## src/rtl/tmr_ctl_pkg.sv

```systemverilog
package tmr_ctl_pkg;

    localparam int DATA_W   = 32;
    localparam int HALF_POS = 16;

    localparam logic [7:0] OFS_EN_STAT   = 8'h10;
    localparam logic [7:0] OFS_EN_SET    = 8'h14;
    localparam logic [7:0] OFS_EN_CLR    = 8'h18;
    localparam logic [7:0] OFS_STOP_STAT = 8'h1c;
    localparam logic [7:0] OFS_STOP_SET  = 8'h2c;
    localparam logic [7:0] OFS_STOP_CLR  = 8'h3c;
    localparam logic [7:0] OFS_FLAG_STAT = 8'h20;
    localparam logic [7:0] OFS_FLAG_SET  = 8'h24;
    localparam logic [7:0] OFS_FLAG_CLR  = 8'h28;
    localparam logic [7:0] OFS_MASK_STAT = 8'h30;
    localparam logic [7:0] OFS_MASK_SET  = 8'h34;
    localparam logic [7:0] OFS_MASK_CLR  = 8'h38;

    typedef struct packed {
        logic en_set;
        logic en_clr;
        logic stop_set;
        logic stop_clr;
        logic flag_set;
        logic flag_clr;
        logic mask_set;
        logic mask_clr;
    } wr_stb_t;

endpackage

```

## src/rtl/tmr_ctl_setclr.sv

```systemverilog
module tmr_ctl_setclr #(
    parameter int           W       = 8,
    parameter logic [W-1:0] RST_VAL = '0
) (
    input  logic         clk,
    input  logic         rst_n,
    input  logic [W-1:0] set_v,
    input  logic [W-1:0] clr_v,
    input  logic [W-1:0] hw_v,
    output logic [W-1:0] q
);

    typedef struct packed {
        logic [W-1:0] bits;
    } st_t;

    st_t st_d, st_q;
    logic [W-1:0] raise;

    always_comb begin
        raise     = set_v | hw_v;
        st_d.bits = (st_q.bits | raise) & ~(clr_v & ~raise);
    end

    always_ff @(posedge clk or negedge rst_n) begin
        if (!rst_n) st_q.bits <= RST_VAL;
        else        st_q      <= st_d;
    end

    assign q = st_q.bits;

    // A raised bit is 1 in the next cycle, even against a clear
    p_raise_wins_r9: assert property (@(posedge clk) disable iff (!rst_n)
        (raise != '0) |=> ((q & $past(raise)) == $past(raise)));

    // A clear with no competing set drops the bit
    p_clear_takes_r4: assert property (@(posedge clk) disable iff (!rst_n)
        ((clr_v & ~raise) != '0) |=> ((q & $past(clr_v & ~raise)) == '0));

    // With no set, clear or event, the state holds
    p_hold_r4: assert property (@(posedge clk) disable iff (!rst_n)
        (set_v == '0 && clr_v == '0 && hw_v == '0) |=> $stable(q));

endmodule

```

## src/rtl/tmr_ctl_decode.sv

```systemverilog
module tmr_ctl_decode
    import tmr_ctl_pkg::*;
#(
    parameter int NCH    = 8,
    parameter int ADDR_W = 8
) (
    input  logic              clk,
    input  logic              rst_n,
    input  logic              sel,
    input  logic              wr,
    input  logic [ADDR_W-1:0] addr,
    input  logic [NCH-1:0]    en_q,
    input  logic [NCH-1:0]    stop_q,
    input  logic [2*NCH-1:0]  flag_q,
    input  logic [2*NCH-1:0]  mask_q,
    output wr_stb_t           stb,
    output logic [DATA_W-1:0] rdata
);

    function automatic logic [DATA_W-1:0] place_pair(input logic [2*NCH-1:0] v);
        logic [DATA_W-1:0] w;
        w = '0;
        w[NCH-1:0]        = v[NCH-1:0];
        w[HALF_POS +: NCH] = v[2*NCH-1:NCH];
        return w;
    endfunction

    function automatic logic [DATA_W-1:0] place_low(input logic [NCH-1:0] v);
        logic [DATA_W-1:0] w;
        w = '0;
        w[NCH-1:0] = v;
        return w;
    endfunction

    always_comb begin
        stb = '0;
        if (sel && wr) begin
            unique case (addr)
                OFS_EN_SET[ADDR_W-1:0]:   stb.en_set   = 1'b1;
                OFS_EN_CLR[ADDR_W-1:0]:   stb.en_clr   = 1'b1;
                OFS_STOP_SET[ADDR_W-1:0]: stb.stop_set = 1'b1;
                OFS_STOP_CLR[ADDR_W-1:0]: stb.stop_clr = 1'b1;
                OFS_FLAG_SET[ADDR_W-1:0]: stb.flag_set = 1'b1;
                OFS_FLAG_CLR[ADDR_W-1:0]: stb.flag_clr = 1'b1;
                OFS_MASK_SET[ADDR_W-1:0]: stb.mask_set = 1'b1;
                OFS_MASK_CLR[ADDR_W-1:0]: stb.mask_clr = 1'b1;
                default:                  stb          = '0;
            endcase
        end
    end

    always_comb begin
        unique case (addr)
            OFS_EN_STAT[ADDR_W-1:0]:   rdata = place_low(en_q);
            OFS_STOP_STAT[ADDR_W-1:0]: rdata = place_low(stop_q);
            OFS_FLAG_STAT[ADDR_W-1:0]: rdata = place_pair(flag_q);
            OFS_MASK_STAT[ADDR_W-1:0]: rdata = place_pair(mask_q);
            default:                   rdata = '0;
        endcase
    end

    // One bus access selects at most one write location
    p_one_strobe_r2: assert property (@(posedge clk) disable iff (!rst_n)
        $onehot0(stb));

    // Reserved read positions stay zero whatever the state holds
    p_reserved_zero_r10: assert property (@(posedge clk) disable iff (!rst_n)
        (rdata[HALF_POS-1:NCH] == '0) && (rdata[DATA_W-1:HALF_POS+NCH] == '0));

endmodule

```

## src/rtl/tmr_ctl_irq.sv

```systemverilog
module tmr_ctl_irq #(
    parameter int NCH = 8
) (
    input  logic             clk,
    input  logic             rst_n,
    input  logic [2*NCH-1:0] flag_q,
    input  logic [2*NCH-1:0] mask_q,
    output logic [NCH-1:0]   irq
);

    for (genvar n = 0; n < NCH; n++) begin : g_ch
        logic full_live, half_live;
        assign full_live = flag_q[n]       & ~mask_q[n];
        assign half_live = flag_q[NCH + n] & ~mask_q[NCH + n];
        assign irq[n]    = full_live | half_live;
    end

    // No request without a latched flag behind it
    p_irq_has_flag_r8: assert property (@(posedge clk) disable iff (!rst_n)
        ((irq & ~(flag_q[NCH-1:0] | flag_q[2*NCH-1:NCH])) == '0));

    // With every source masked, no request is raised
    p_all_masked_quiet_r8: assert property (@(posedge clk) disable iff (!rst_n)
        (mask_q == '1) |-> (irq == '0));

endmodule

```

## src/rtl/tmr_ctl_bank.sv

```systemverilog
module tmr_ctl_bank
    import tmr_ctl_pkg::*;
#(
    parameter int NCH    = 8,
    parameter int ADDR_W = 8
) (
    input  logic              clk,
    input  logic              rst_n,
    input  logic              bus_sel,
    input  logic              bus_wr,
    input  logic [ADDR_W-1:0] bus_addr,
    input  logic [31:0]       bus_wdata,
    output logic [31:0]       bus_rdata,
    input  logic [NCH-1:0]    ch_full_evt,
    input  logic [NCH-1:0]    ch_half_evt,
    output logic [NCH-1:0]    ch_enable,
    output logic [NCH-1:0]    ch_stop,
    output logic [NCH-1:0]    ch_irq
);

    localparam int PAIR_W = 2 * NCH;

    wr_stb_t           stb;
    logic [NCH-1:0]    en_q, stop_q;
    logic [PAIR_W-1:0] flag_q, mask_q;
    logic [NCH-1:0]    low_bits;
    logic [PAIR_W-1:0] pair_bits, evt_pair;

    assign low_bits  = bus_wdata[NCH-1:0];
    assign pair_bits = {bus_wdata[HALF_POS +: NCH], bus_wdata[NCH-1:0]};
    assign evt_pair  = {ch_half_evt, ch_full_evt};

    tmr_ctl_decode #(.NCH(NCH), .ADDR_W(ADDR_W)) u_dec (
        .clk    (clk),
        .rst_n  (rst_n),
        .sel    (bus_sel),
        .wr     (bus_wr),
        .addr   (bus_addr),
        .en_q   (en_q),
        .stop_q (stop_q),
        .flag_q (flag_q),
        .mask_q (mask_q),
        .stb    (stb),
        .rdata  (bus_rdata)
    );

    tmr_ctl_setclr #(.W(NCH), .RST_VAL('0)) u_en (
        .clk   (clk),
        .rst_n (rst_n),
        .set_v (stb.en_set ? low_bits : '0),
        .clr_v (stb.en_clr ? low_bits : '0),
        .hw_v  ('0),
        .q     (en_q)
    );

    tmr_ctl_setclr #(.W(NCH), .RST_VAL('0)) u_stop (
        .clk   (clk),
        .rst_n (rst_n),
        .set_v (stb.stop_set ? low_bits : '0),
        .clr_v (stb.stop_clr ? low_bits : '0),
        .hw_v  ('0),
        .q     (stop_q)
    );

    tmr_ctl_setclr #(.W(PAIR_W), .RST_VAL('0)) u_flag (
        .clk   (clk),
        .rst_n (rst_n),
        .set_v (stb.flag_set ? pair_bits : '0),
        .clr_v (stb.flag_clr ? pair_bits : '0),
        .hw_v  (evt_pair),
        .q     (flag_q)
    );

    tmr_ctl_setclr #(.W(PAIR_W), .RST_VAL('1)) u_mask (
        .clk   (clk),
        .rst_n (rst_n),
        .set_v (stb.mask_set ? pair_bits : '0),
        .clr_v (stb.mask_clr ? pair_bits : '0),
        .hw_v  ('0),
        .q     (mask_q)
    );

    tmr_ctl_irq #(.NCH(NCH)) u_irq (
        .clk    (clk),
        .rst_n  (rst_n),
        .flag_q (flag_q),
        .mask_q (mask_q),
        .irq    (ch_irq)
    );

    assign ch_enable = en_q;
    assign ch_stop   = stop_q;

    // Counter controls mirror the enable and stop state
    p_ctrl_follow_r3: assert property (@(posedge clk) disable iff (!rst_n)
        (stb.stop_set && bus_wdata[0]) |=> ch_stop[0]);

    // An event on a channel leaves that channel's flag visible on the bus word
    p_event_latched_r5: assert property (@(posedge clk) disable iff (!rst_n)
        (ch_full_evt[0] && bus_addr == OFS_FLAG_STAT[ADDR_W-1:0]
         && $stable(bus_addr)) |=> bus_rdata[0]);

endmodule

```

## config.mk

```make
export PLATFORM = sky130hd
export DESIGN_NAME = tmr_ctl_bank
export DESIGN_NICKNAME = d
export VERILOG_FILES = /design/src/rtl/tmr_ctl_pkg.sv /design/src/rtl/tmr_ctl_setclr.sv /design/src/rtl/tmr_ctl_decode.sv /design/src/rtl/tmr_ctl_irq.sv /design/src/rtl/tmr_ctl_bank.sv
export SDC_FILE = /design/constraint.sdc
export NUM_CORES = 1
export LEC_CHECK = 0
export BUFFER_PORTS_ARGS = -buffer_cell sky130_fd_sc_hd__clkbuf_2
export CAP_MARGIN = 0
export CORE_MARGIN = 2
export CORE_UTILIZATION = 54
export DETAILED_ROUTE_END_ITERATION = 12
export GPL_TIMING_DRIVEN = 0
export PLACE_DENSITY = 0.86
export SETUP_SLACK_MARGIN = 0.5
export SLEW_MARGIN = 15
export SYNTH_ARGS = -nofsm -noshare
export SYNTH_HDL_FRONTEND = slang
export SYNTH_HIERARCHICAL = 1
export SYNTH_SLANG_ARGS = --single-unit
```

## constraint.sdc

```tcl
create_clock -name clk -period 3.9 [get_ports clk]
set_clock_uncertainty 0.2 [all_clocks]
set_input_delay 0.78 -clock clk [delete_from_list [all_inputs] [get_ports clk]]
set_output_delay 0.78 -clock clk [all_outputs]
set_load 0.05 [all_outputs]
```

==> Yosys cells after proc, flatten, opt, wreduce, memory -nomap -nowiden <==
Index checks and enable logic that the tools add are counted.
{ "classes": {"eq_ne": 12, "mux": 18, "bitwise_logic": 61, "reduce_logical": 1} }
{ "op_table": {"columns": ["op", "count"], "rows": [
  ["$pmux 24 s4", 1],
  ["$and 16x16->16", 4],
  ["$eq 8x6->1 const B", 8],
  ["$mux 16", 4],
  ["$not 16->16", 4],
  ["$or 16x16->16", 3],
  ["$mux 8", 5],
  ["$and 8x8->8", 4],
  ["$eq 8x5->1 const B", 4],
  ["$not 8->8", 4],
  ["$and 1x1->1", 16],
  ["$not 1->1", 16],
  ["$or 8x8->8", 2],
  ["$mux 1", 8],
  ["$or 1x1->1", 8],
  ["$logic_and 1x1->1", 1]
]} }
{ "word_totals": {"ff_bits": 48, "input_bits": 60, "output_inout_bits": 56} }

==> Logic depth before layout (Yosys ltp) <==
{ "depth": {"ltp_word": 9, "ltp_mapped": 8} }

==> By module <==
Netlist, hierarchy kept.
{ "by_module_without_submodules": {"columns": ["module", "instances", "cells_per_inst", "area_each_um2"], "rows": [
  ["tmr_ctl_bank", 1, 101, 671.9],
  ["tmr_ctl_decode", 1, 83, 624.3],
  ["tmr_ctl_setclr (u_mask)", 1, 64, 620.6],
  ["tmr_ctl_setclr (u_en ...)", 2, 32, 300.3],
  ["tmr_ctl_setclr (u_flag)", 1, 64, 600.6],
  ["tmr_ctl_irq", 1, 24, 160.2]
]} }

==> Worst setup path after synthesis <==
OpenSTA, ideal clock, no wires.
{ "synth_timing": {"path_kind": "input-to-output", "from": "in bus_addr[2]", "to": "out bus_rdata[16]", "arrival_time_ps": 2420, "required_ps": 2920, "slack_ps": 500, "path_stages": 4, "path_cell_list": "nor2_1 > nand3_1 > clkbuf_1 > nor2_1"} }
{ "synth_via": {"elab_chain_cells": 2, "elab_cells_between_ends": 5, "cone_classes": "eq/ne: 4; mux: 1"} }
{ "synth_rtl": {"columns": ["item", "line_no", "text"], "rows": [
  ["start: declaration", "tmr_ctl_bank.sv:11", "input logic [ADDR_W-1:0] bus_addr,"],
  ["$eq 8x6->1 / $eq 8x5->1 (equally long branches)", "tmr_ctl_decode.sv:53", "unique case (addr)"],
  ["$pmux 24 s4 (*)", "tmr_ctl_decode.sv:53", null],
  ["end: declaration", "tmr_ctl_bank.sv:13", "output logic [31:0] bus_rdata,"]
]} }
Mark *: on every way between the ends. The rest lies on a longest branch, timed or not.

==> Worst setup path after layout <==
{ "layout_timing": {"from": "in bus_addr[5]", "to": "out bus_rdata[1]"} }
The elaborated chain is that of the path after synthesis.

==> metrics.log <==
[metrics] final hold violation count: 0
[metrics] part of the power in the clock network: 0.330
[metrics] most used standard cells in the synthesized netlist: sky130_fd_sc_hd__and2_1 (79), sky130_fd_sc_hd__nor2_1 (66), sky130_fd_sc_hd__inv_1 (64), sky130_fd_sc_hd__o21ai_1 (48), sky130_fd_sc_hd__dfrtp_1 (32)
[metrics] clk sinks: 48
[metrics] Final #Nets: between 500 and 600
[metrics] CTS Hold Bufs: 0
[metrics] CP max stage cell: sky130_fd_sc_hd__or4b_4
[metrics] Cell Int Power: roughly 690 µW
[metrics] Root Driver: sky130_fd_sc_hd__clkbuf_8
[metrics] iteration-0 DRC count of the detailed router: ~120
[metrics] largest net degree at the start of global routing: just under 50
[metrics] area of all placed cells without fillers: 4070 µm²
[metrics] number of max-cap violations: 0
[metrics] clock buffer depth: 2
[metrics] maximum fanout count along the critical path: 8
[metrics] part of the total power dissipated in combinational logic: 0.149
[metrics] first-pass detailed-route iteration total: 4
[metrics] crit path launch type: primary input
[metrics] Highest Clock Rate: 296 MHz
[metrics] initial antenna violation count: 0
[metrics] # IOs: between 100 and 150
[metrics] Static Leakage: around 2.5 nW
[metrics] Area Growth Syn to Fin: 24.1%
[metrics] number of remaining DRC errors: 0
[metrics] cell family with the largest share of critical-path delay: simple AND/OR/NAND/NOR gates
[metrics] share of layout cells above drive strength 1: 0.312
[metrics] sort of element at the end of the critical path: output pin
[metrics] largest cells by area after synthesis: sky130_fd_sc_hd__dfrtp_1 (24%), sky130_fd_sc_hd__and2_1 (15%), sky130_fd_sc_hd__dfstp_2 (13%), sky130_fd_sc_hd__nor2_1 (7.6%), sky130_fd_sc_hd__o21ai_1 (7.3%)
[metrics] DIE AREA: between 6000 and 7000 µm²
[metrics] Mapped Cells: 400
[metrics] final weighted congestion in routability-driven placement: about 0.81
[metrics] crit-path cells: clkbuf_2 > or4b_4 > or3_1 > buf_6 > o22ai_2 > clkbuf_2
[metrics] critical path data arrival time: between 2 and 2.5 ns
[metrics] core footprint: around 6000 µm²
[metrics] standard cell area after detailed placement: between 3000 and 4000 µm²
[metrics] effective utilization at floorplan: 0.557
[metrics] worst path bufs/invs: 3
[metrics] Avg Inst Size Synth: 8.20 µm²
[metrics] HPWL reported at the end of detailed placement: about 6 mm
[metrics] global-route wire length before repair: about 13 mm
[metrics] worst rel slew slack: 0.467
[metrics] clock network latency to the later pin of the worst-skew pair: roughly 0.30 ns
[metrics] final number of setup-violating endpoints: 0
[metrics] share of the cycle needed by the critical path after routing: 0.865
[metrics] sequential share of the synthesized area: 0.373
[metrics] Seq pwr share: 0.521
[metrics] number of enable flip-flop cells after synthesis: 0
[metrics] H-tree levels: 2
[metrics] Inserted Clock Buffers: 5
[metrics] prevailing post-synth register cell: sky130_fd_sc_hd__dfrtp_1
[metrics] total track usage: 0.254
[metrics] die height: ~82 µm
[metrics] Vias per Instance: 4.80
[metrics] via count of the first global-routing pass: slightly below 3k
[metrics] data required time of the critical path: approximately 3 ns
[metrics] antenna viol nets, final: 0
[metrics] clock slew at the register clock pins of the worst setup and hold paths: roughly 0.090 ns
[metrics] pins over their slew limit: 0
[metrics] number of warning messages in the yosys log: 6
[metrics] wire length per cell after detailed routing: around 13 µm
[metrics] Pwr per Cell Area: 235 nW/µm²
[metrics] unique cell type count in the Yosys netlist: 23
[metrics] final WL: 8.07 mm
[metrics] TritonCTS clock tree: yes
[metrics] cell with the most instances after synthesis: sky130_fd_sc_hd__and2_1
[metrics] area share of the largest cell type after synthesis: 0.244
[metrics] Buffers on Ports: 82
[metrics] Min Clock Period, post-route: approximately 3.4 ns
[metrics] net switching power: around 270 µW
[metrics] number of antenna repair diodes: 0
[metrics] total standard cell area after synthesis: about 3300 µm²
[metrics] CP peak stage delay: ~0.54 ns
[metrics] DIE WIDTH: between 80 and 90 µm
[metrics] worst IR drop on VDD: approximately 0.00015 V
[metrics] post-layout power: approximately 960 µW
[metrics] Fin Setup TNS: 0 ns
[metrics] post-synthesis sequential element count: 48
[metrics] net switching fraction of the power: 0.281
[metrics] class of the tightest hold or removal check: reg -> reg
[metrics] num rows: 28
[metrics] CP dominant cell by count: sky130_fd_sc_hd__clkbuf_2
[metrics] proportion of synthesized flip-flops having asynchronous set or reset: 1.00
[metrics] result of the run: completed
[metrics] number of vias in the routed layout: a little under 3k
[metrics] Synth area leader: sky130_fd_sc_hd__dfrtp_1
[metrics] total grt overflow: 0
[metrics] Worst Tran Pin Value: 0.799 ns
[metrics] class of the most critical setup path: in -> out
[metrics] setup repair after global routing missed its margin: no
==> through the flow <==
| stage | hold WS (ns) | setup WS (ns) | cells | utilization |
|---|---|---|---|---|
| detailed placement | 0.268 | 0.174 | 603 | 0.672 |
| CTS | 0.284 | 0.507 | 611 | 0.689 |
| finish | 0.286 | 0.527 | 611 | 0.691 |
| floorplan | 0.252 | 0.500 | 446 | - |
| global placement | 0.259 | 0.171 | 603 | 0.672 |
| global route | 0.308 | 0.510 | 611 | 0.691 |
==> timing repair <==
action	CTS	global route
setup endpoints to repair	10	10
cloned	0	0
buffers inserted	0	0
resized for setup	2	5
==> kinds of logic (layout without fill, tap and decap cells) <==
kind of cell,after synthesis,in the layout,synth area share
AND/OR/NAND/NOR,173,173,0.290
buffers and inverters,89,179,0.134
AO/OA/AOI/OAI,72,72,0.153
flip-flops,48,48,0.373
multiplexers,16,16,0.0489
other,2,48,0.00229
==> registers in the layout, summed over array words and instances, names as in the netlist <==
register and flops:
u_flag/q 16, u_mask/q 16, u_en/q 8, u_stop/q 8
==> cell usage in the layout (no fill, tap or decap) <==
| cell type | n |
|---|---|
| sky130_fd_sc_hd__a22oi_1 | 8 |
| sky130_fd_sc_hd__and2_1 | 79 |
| sky130_fd_sc_hd__and2_2 | 18 |
| sky130_fd_sc_hd__buf_1 | 2 |
| sky130_fd_sc_hd__buf_2 | 1 |
| sky130_fd_sc_hd__buf_4 | 16 |
| sky130_fd_sc_hd__buf_6 | 6 |
| sky130_fd_sc_hd__clkbuf_2 | 81 |
| sky130_fd_sc_hd__clkbuf_4 | 1 |
| sky130_fd_sc_hd__clkbuf_8 | 6 |
| sky130_fd_sc_hd__clkinv_2 | 2 |
| sky130_fd_sc_hd__conb_1 | 48 |
| sky130_fd_sc_hd__dfrtp_1 | 32 |
| sky130_fd_sc_hd__dfstp_2 | 16 |
| sky130_fd_sc_hd__inv_1 | 64 |
| sky130_fd_sc_hd__mux2i_1 | 16 |
| sky130_fd_sc_hd__nand2_1 | 1 |
| sky130_fd_sc_hd__nand2b_1 | 1 |
| sky130_fd_sc_hd__nand3_1 | 1 |
| sky130_fd_sc_hd__nand3_2 | 1 |
| sky130_fd_sc_hd__nand3b_1 | 2 |
| sky130_fd_sc_hd__nor2_1 | 65 |
| sky130_fd_sc_hd__nor2_4 | 1 |
| sky130_fd_sc_hd__nor3b_2 | 1 |
| sky130_fd_sc_hd__nor4bb_1 | 1 |
| sky130_fd_sc_hd__o21ai_1 | 48 |
| sky130_fd_sc_hd__o22ai_2 | 16 |
| sky130_fd_sc_hd__or3_1 | 1 |
| sky130_fd_sc_hd__or4b_4 | 1 |
==> routing by layer <==
layer	wire length, µm	GRT usage	up-vias	share of wire
li1	-	-	1460	-
met1	3440	0.312	1367	0.43
met2	4090	0.450	93	0.51
met3	410	0.0319	14	0.051
met4	125	0.102	0	0.015
met5	0	0	-	0
==> power groups by stage <==
| stage | clock (mW) | sequential [mW] | combinational, mW |
|---|---|---|---|
| after detailed placement | 0 | 0.508 | 0.140 |
| after global placement | 0 | 0.508 | 0.136 |
| after CTS | 0.329 | 0.499 | 0.141 |
| after global routing | 0.342 | 0.499 | 0.157 |
| after floorplan | 0 | 0.508 | 0.0893 |
| final | 0.316 | 0.499 | 0.143 |
==> final cells by class <==
class	count	area, µm²
multi-input combinational	309	1810
timing repair buffer	82	413
fill	514	1820
clock inverter	2	10.0
sequential	48	1220
inverter	64	240
tap	75	93.8
clock buffer	6	82.6
buffer	25	200
==> final timing paths <==
path	startpoint	endpoint	slack, ns	cells past startpoint
min in group asynchronous	rst_n	u_stop/q[5]	0.34	1
min	u_mask/q[14]	u_mask/q[14]	0.29	2
max	bus_addr[5]	bus_rdata[1]	0.53	6
max reg2reg	u_mask/q[5]	u_mask/q[5]	2.87	2
min reg2reg	u_mask/q[14]	u_mask/q[14]	0.29	2
max in group asynchronous	rst_n	u_flag/q[11]	2.72	1
==> worst reg2reg max path, stage by stage, from the launching register on <==
cell	delay [ns]
sky130_fd_sc_hd__dfstp_2	0.56
sky130_fd_sc_hd__inv_1	0.05
sky130_fd_sc_hd__o21ai_1	0.15
Note: power is estimated with default switching activity, not from simulation.
